### src/rtl/cfgmgr_pkg.sv
package cfgmgr_pkg;

    typedef enum logic [1:0] {
        ST_IDLE   = 2'd0,
        ST_CONFIG = 2'd1,
        ST_READY  = 2'd2,
        ST_BUSY   = 2'd3
    } mgr_state_e;

    function automatic int unsigned bits_for(input int unsigned n);
        return (n > 1) ? $clog2(n) : 1;
    endfunction

endpackage

### src/rtl/cfgmgr_sched.sv
module cfgmgr_sched #(
    parameter int unsigned N_ENTRIES = 4,
    parameter int unsigned CODE_W    = 3,
    parameter int unsigned N_COND    = 2,
    parameter int unsigned CSEL_W    = 1,
    parameter int unsigned IDX_W     = 2,
    parameter logic [N_ENTRIES*CODE_W-1:0] SCHED_A       = '0,
    parameter logic [N_ENTRIES*CODE_W-1:0] SCHED_B       = '0,
    parameter logic [N_ENTRIES-1:0]        SCHED_IS_COND = '0,
    parameter logic [N_ENTRIES*CSEL_W-1:0] SCHED_CSEL    = '0
) (
    input  logic              clk,
    input  logic              rst,
    input  logic              advance,
    input  logic [N_COND-1:0] cond_valid,
    input  logic [N_COND-1:0] cond_val,
    output logic [IDX_W-1:0]  idx,
    output logic              tgt_valid,
    output logic [CODE_W-1:0] tgt_code
);
    localparam logic [IDX_W-1:0] LAST_IDX = IDX_W'(N_ENTRIES - 1);

    logic [CODE_W-1:0] code_a [N_ENTRIES];
    logic [CODE_W-1:0] code_b [N_ENTRIES];
    logic [CSEL_W-1:0] csel   [N_ENTRIES];

    for (genvar e = 0; e < N_ENTRIES; e++) begin : g_entry
        assign code_a[e] = SCHED_A[e*CODE_W +: CODE_W];
        assign code_b[e] = SCHED_B[e*CODE_W +: CODE_W];
        assign csel[e]   = SCHED_CSEL[e*CSEL_W +: CSEL_W];
    end

    logic [CSEL_W-1:0] sel;
    logic              sel_ok;

    always_comb begin
        sel       = csel[idx];
        sel_ok    = (int'(sel) < N_COND);
        tgt_code  = code_a[idx];
        tgt_valid = 1'b1;
        if (SCHED_IS_COND[idx]) begin
            tgt_valid = sel_ok && cond_valid[sel];
            if (sel_ok && cond_val[sel]) begin
                tgt_code = code_b[idx];
            end
        end
    end

    always_ff @(posedge clk) begin
        if (rst) begin
            idx <= '0;
        end else if (advance) begin
            idx <= (idx == LAST_IDX) ? '0 : idx + 1'b1;
        end
    end

endmodule

### src/rtl/cfgmgr_hold.sv
module cfgmgr_hold #(
    parameter bit          PARAM_MODE = 1'b0,
    parameter int unsigned CODE_W     = 3
) (
    input  logic              clk,
    input  logic              rst,
    input  logic              issue,
    input  logic              ack_ok,
    input  logic [CODE_W-1:0] tgt_code,
    output logic [CODE_W-1:0] cur_code,
    output logic              cur_valid,
    output logic [CODE_W-1:0] ld_code,
    output logic              cfg_land
);
    if (PARAM_MODE) begin : g_param
        // The select takes effect at once: landing coincides with the issue.
        assign cfg_land = issue;
        assign ld_code  = '0;
        always_ff @(posedge clk) begin
            if (rst) begin
                cur_code  <= '0;
                cur_valid <= 1'b0;
            end else if (issue) begin
                cur_code  <= tgt_code;
                cur_valid <= 1'b1;
            end
        end
    end else begin : g_swap
        logic [CODE_W-1:0] req_code;
        assign cfg_land = ack_ok;
        assign ld_code  = req_code;
        always_ff @(posedge clk) begin
            if (rst) begin
                req_code  <= '0;
                cur_code  <= '0;
                cur_valid <= 1'b0;
            end else begin
                if (issue) begin
                    req_code <= tgt_code;
                end
                if (ack_ok) begin
                    cur_code  <= req_code;
                    cur_valid <= 1'b1;
                end
            end
        end
    end

endmodule

### src/rtl/cfgmgr_fsm.sv
module cfgmgr_fsm #(
    parameter int unsigned CODE_W = 3
) (
    input  logic                   clk,
    input  logic                   rst,
    input  logic                   tgt_valid,
    input  logic [CODE_W-1:0]      tgt_code,
    input  logic                   cur_valid,
    input  logic [CODE_W-1:0]      cur_code,
    input  logic                   cfg_land,
    input  logic                   start_req,
    input  logic                   op_done,
    input  logic                   ld_ack,
    output cfgmgr_pkg::mgr_state_e state,
    output logic                   issue,
    output logic                   ack_ok,
    output logic                   advance
);
    import cfgmgr_pkg::*;

    mgr_state_e nxt;
    logic       pend, pend_nxt, match, go_run;

    always_comb begin
        match   = cur_valid && (tgt_code == cur_code);
        issue   = (state == ST_IDLE) && tgt_valid && !match;
        ack_ok  = (state == ST_CONFIG) && ld_ack;
        advance = (state == ST_BUSY) && op_done;
        go_run  = pend || start_req;

        nxt = state;
        unique case (state)
            ST_IDLE: begin
                if (tgt_valid) begin
                    if (match || cfg_land) begin
                        nxt = go_run ? ST_BUSY : ST_READY;
                    end else begin
                        nxt = ST_CONFIG;
                    end
                end
            end
            ST_CONFIG: begin
                if (cfg_land) begin
                    nxt = go_run ? ST_BUSY : ST_READY;
                end
            end
            ST_READY: begin
                if (start_req) begin
                    nxt = ST_BUSY;
                end
            end
            ST_BUSY: begin
                if (op_done) begin
                    nxt = ST_IDLE;
                end
            end
            default: nxt = ST_IDLE;
        endcase

        if ((state == ST_IDLE || state == ST_CONFIG) && nxt != ST_BUSY) begin
            pend_nxt = go_run;
        end else begin
            pend_nxt = 1'b0;
        end
    end

    always_ff @(posedge clk) begin
        if (rst) begin
            state <= ST_IDLE;
            pend  <= 1'b0;
        end else begin
            state <= nxt;
            pend  <= pend_nxt;
        end
    end

endmodule

### src/rtl/cfgmgr_top.sv
module cfgmgr_top #(
    parameter int unsigned N_ENTRIES  = 4,
    parameter int unsigned CODE_W     = 3,
    parameter int unsigned N_COND     = 2,
    parameter bit          PARAM_MODE = 1'b0,
    parameter int unsigned CSEL_W     = cfgmgr_pkg::bits_for(N_COND),
    parameter logic [N_ENTRIES*CODE_W-1:0] SCHED_A       = {3'd3, 3'd2, 3'd1, 3'd1},
    parameter logic [N_ENTRIES*CODE_W-1:0] SCHED_B       = {3'd3, 3'd5, 3'd1, 3'd1},
    parameter logic [N_ENTRIES-1:0]        SCHED_IS_COND = 4'b0100,
    parameter logic [N_ENTRIES*CSEL_W-1:0] SCHED_CSEL    = '0,
    parameter int unsigned IDX_W = cfgmgr_pkg::bits_for(N_ENTRIES)
) (
    input  logic              clk,
    input  logic              rst,
    input  logic              start_req,
    input  logic              op_done,
    input  logic [N_COND-1:0] cond_valid,
    input  logic [N_COND-1:0] cond_val,
    input  logic              ld_ack,
    output logic              op_enable,
    output logic              configured,
    output logic [1:0]        mgr_state,
    output logic [IDX_W-1:0]  sched_idx,
    output logic [CODE_W-1:0] cfg_code,
    output logic              ld_req,
    output logic [CODE_W-1:0] ld_code
);
    import cfgmgr_pkg::*;

    mgr_state_e        state;
    logic              tgt_valid, issue, ack_ok, advance, cur_valid, cfg_land;
    logic [CODE_W-1:0] tgt_code, cur_code;

    cfgmgr_sched #(
        .N_ENTRIES(N_ENTRIES), .CODE_W(CODE_W), .N_COND(N_COND),
        .CSEL_W(CSEL_W), .IDX_W(IDX_W),
        .SCHED_A(SCHED_A), .SCHED_B(SCHED_B),
        .SCHED_IS_COND(SCHED_IS_COND), .SCHED_CSEL(SCHED_CSEL)
    ) u_sched (
        .clk(clk), .rst(rst), .advance(advance),
        .cond_valid(cond_valid), .cond_val(cond_val),
        .idx(sched_idx), .tgt_valid(tgt_valid), .tgt_code(tgt_code)
    );

    cfgmgr_hold #(.PARAM_MODE(PARAM_MODE), .CODE_W(CODE_W)) u_hold (
        .clk(clk), .rst(rst), .issue(issue), .ack_ok(ack_ok),
        .tgt_code(tgt_code), .cur_code(cur_code), .cur_valid(cur_valid),
        .ld_code(ld_code), .cfg_land(cfg_land)
    );

    cfgmgr_fsm #(.CODE_W(CODE_W)) u_fsm (
        .clk(clk), .rst(rst), .tgt_valid(tgt_valid), .tgt_code(tgt_code),
        .cur_valid(cur_valid), .cur_code(cur_code), .cfg_land(cfg_land),
        .start_req(start_req), .op_done(op_done), .ld_ack(ld_ack),
        .state(state), .issue(issue), .ack_ok(ack_ok), .advance(advance)
    );

    assign mgr_state  = state;
    assign op_enable  = (state == ST_BUSY);
    assign ld_req     = (state == ST_CONFIG);
    assign configured = cur_valid && (state == ST_READY || state == ST_BUSY);
    assign cfg_code   = cur_code;

endmodule

### config.mk
export PLATFORM = sky130hd
export DESIGN_NAME = cfgmgr_top
export DESIGN_NICKNAME = d
export VERILOG_FILES = /design/src/rtl/cfgmgr_pkg.sv /design/src/rtl/cfgmgr_sched.sv /design/src/rtl/cfgmgr_hold.sv /design/src/rtl/cfgmgr_fsm.sv /design/src/rtl/cfgmgr_top.sv
export SDC_FILE = /design/constraint.sdc
export NUM_CORES = 1
export LEC_CHECK = 0
export ABC_AREA = 1
export BUFFER_PORTS_ARGS = -buffer_cell sky130_fd_sc_hd__buf_2
export CAP_MARGIN = 25
export CORE_UTILIZATION = 43
export DETAILED_ROUTE_END_ITERATION = 6
export PLACE_DENSITY_LB_ADDON = 0.25
export RECOVER_POWER = 50
export SETUP_SLACK_MARGIN = 0.1
export SYNTH_ARGS = -nofsm -noshare
export SYNTH_HDL_FRONTEND = slang
export SYNTH_SLANG_ARGS = --single-unit
### constraint.sdc
create_clock -name clk -period 1.4 [get_ports clk]
set_clock_uncertainty 0.1 [all_clocks]
set_input_delay 0.42 -clock clk [delete_from_list [all_inputs] [get_ports clk]]
set_output_delay 0.42 -clock clk [all_outputs]
set_load 0.005 [all_outputs]
==> flow_metrics.py <==
metrics = {
    "power": {
        "power.leakage_nw": 0.491,
        "cellPowerDensity_nw_per_um2": 1010,
        "peakVddDrop_mv": 0.592,
        "finalPower_uw": 993,
    },
    "run_status": {
        "outcome": "finished, violations left",
        "violations": "setup timing",
    },
    "yosys": {
        "ys_seq_elements": 12,
        "avgSynthCellArea_sq_um": 6.92,
        "synthMuxAreaShare": 0,
        "synth_top_family_by_area": "simple AND/OR/NAND/NOR gates",
        "synth_cell_types": 17,
        "synth-simple-area-share": 0.351,
        "synth-xor-area-share": 0,
        "yosysSeqAreaShare": 0.347,
        "synth-compound-area-share": 0.150,
        "synth_fa_ha_area_frac": 0.0542,
        "yosysWarnings": 0,
        "syn_nets": 112,
        "postSynthCellCount": 100,
        "synth_area_sq_um": 692,
    },
    "critical_path": {
        "end_kind": "output port",
        "crit_required_ns": 0.88,
        "worstSetupPathType": "register to output port",
        "r2r_cells": 11,
        "cp_max_fo": 3,
        "start_kind": "register",
        "arrival_ns": 0.97,
    },
    "clock_tree": {
        "cts_tree": "yes",
        "clockBufferDepth": 2,
        "cts_num_sinks": 12,
        "cts_buffers": 3,
        "cts-root-buf": "clkbuf_4",
        "clkTransAtPathRegs_ns": 0.07,
        "cts-htree-levels": 1,
        "clk-insertion-delay-late_ns": 0.28,
    },
    "timing": {
        "setup_ws_ns": -0.0895,
        "min_period_ns": 1.49,
        "drv_slew": 0,
        "grt_setup_unrepaired": "true",
        "tns_ns": -0.416,
        "setup_viol_count_final": 7,
        "finalHoldViolCount": 0,
        "min_period_over_period": 1.06,
        "whs_ns": 0.319,
        "worstMarginPinSlew_ns": 0.233,
        "relSlewSlack": 0.845,
        "fmax_mhz": 671,
    },
    "place": {
        "place_area_sq_um": 848,
        "dpl.hpwl_microns": 1150,
        "routabilityCongestion": 0.813,
        "portBuffers": 19,
        "dp.cells": 137,
        "dp_slack_ns": -0.0813,
    },
    "routing": {
        "firstDrtPassIters": 4,
        "wire_per_inst_microns": 11.1,
        "first_iter_violations": 13,
        "drcViolationCount": 0,
        "wl_microns": 1630,
        "vias_per_cell": 5.16,
        "ant_nets": 0,
        "vias": 759,
    },
    "finish": {
        "nFillCells": 130,
        "final_common_cell": "nand2_1",
        "nets": 144,
        "multiInputGateArea_sq_um": 427,
        "drive_gt1_frac": 0.458,
        "layout_common_cells": "nand2_1, buf_2, inv_1",
        "area_growth_pct": 42.3,
        "regArea_sq_um": 253,
        "final_util": 0.654,
        "final_cells": 147,
        "n_antenna_cell": 0,
        "stdcell_area_sq_um": 985,
    },
    "global_routing": {
        "first_global_vias": 651,
        "grt_max_degree": 9,
        "antenna_found_initial": 0,
        "gr-usage-all-layers": 0.203,
        "overflow": 0,
        "grt_pass1_wl_microns": 2690,
    },
    "die": {
        "dieArea_sq_um": 1770,
        "die_h_microns": 42.1,
        "core_area_sq_um": 1510,
        "std_cell_rows": 14,
        "start_util": 0.459,
        "die_x_microns": 42.1,
        "io_pins": 22,
    },
    "hold_path": {
        "hold_depth": 2,
        "min_path_type": "input port to register",
    },
    "flow_run": {
        "drv_cap": 0,
    },
}
-- layer usage --
| metal | up-vias | share of wire | global-route usage |
|---|---|---|---|
| met2 | 23 | 0.47 | 0.334 |
| li1 | 384 | - | - |
| met3 | 4 | 0.054 | 0.0431 |
| met5 | - | 0 | 0 |
| met4 | 0 | 0.022 | 0.113 |
| met1 | 348 | 0.45 | 0.244 |
-- synth_stat cells, drive strengths merged --
library cell / count / area, sq um
nand2: 29 / 131
inv: 17 / 63.8
a21oi: 13 / 76.3
dfxtp: 12 / 240
nand3: 12 / 65.1
nor2: 7 / 41.3
o21ai: 4 / 20.0
ha: 3 / 37.5
a211oi: 1 / 7.51
clkbuf: 1 / 3.75
nor3: 1 / 5.00
-- critical path: stages (launching register included) --
cell and delay (ns):
dfxtp_1 0.40, inv_2 0.05, nor2_1 0.12, buf_2 0.13
-- power by group --
part | switching (mW) | internal (mW) | leakage (nW)
Combinational | 0.159 | 0.137 | 0.369
Clock | 0.128 | 0.158 | 0.0210
Sequential | 0.0332 | 0.378 | 0.102
-- timing repair --
| item | in CTS | in global routing |
|---|---|---|
| cloned | 0 | 0 |
| endpoints found under the setup margin | 13 | 18 |
| setup buffers | 2 | 4 |
| hold buffers | 0 | 0 |
| pin swaps | 0 | 3 |
| gates resized for setup | 11 | 12 |
-- worst paths after layout --
check / from / to / slack [ns]
max: u_fsm.state[0] / ld_req / -0.09
min: rst / u_hold.ld_code[2] / 0.32
max reg2reg: u_sched.idx[0] / u_fsm.pend / -0.08
min reg2reg: u_hold.ld_code[0] / u_hold.ld_code[0] / 0.39
-- kinds of logic (layout without fill, tap and decap cells) --
family	after synthesis	after routing
DFF	12	12
adders and majority gates	3	3
buffers and inverters	18	49
AOI/OAI and AO/OA	18	18
and+or+nand+nor	49	49
-- area by class of cell --
cell class | count | share of cell area
clock buffers | 4 | 0.0368
inverters | 17 | 0.0673
repair buffers | 28 | 0.186
well taps | 16 | 0.0203
flip-flops and latches | 12 | 0.257
multi-input cells | 70 | 0.433
-- flip-flops by register name (all words and copies together), names as in the netlist --
signal,cells
u_fsm.state,2
u_hold.cur_code,3
u_fsm.pend,1
u_sched.idx,2
u_hold.ld_code,3
u_hold.cur_valid,1
No activity file was read; power rests on OpenSTA's default activity.
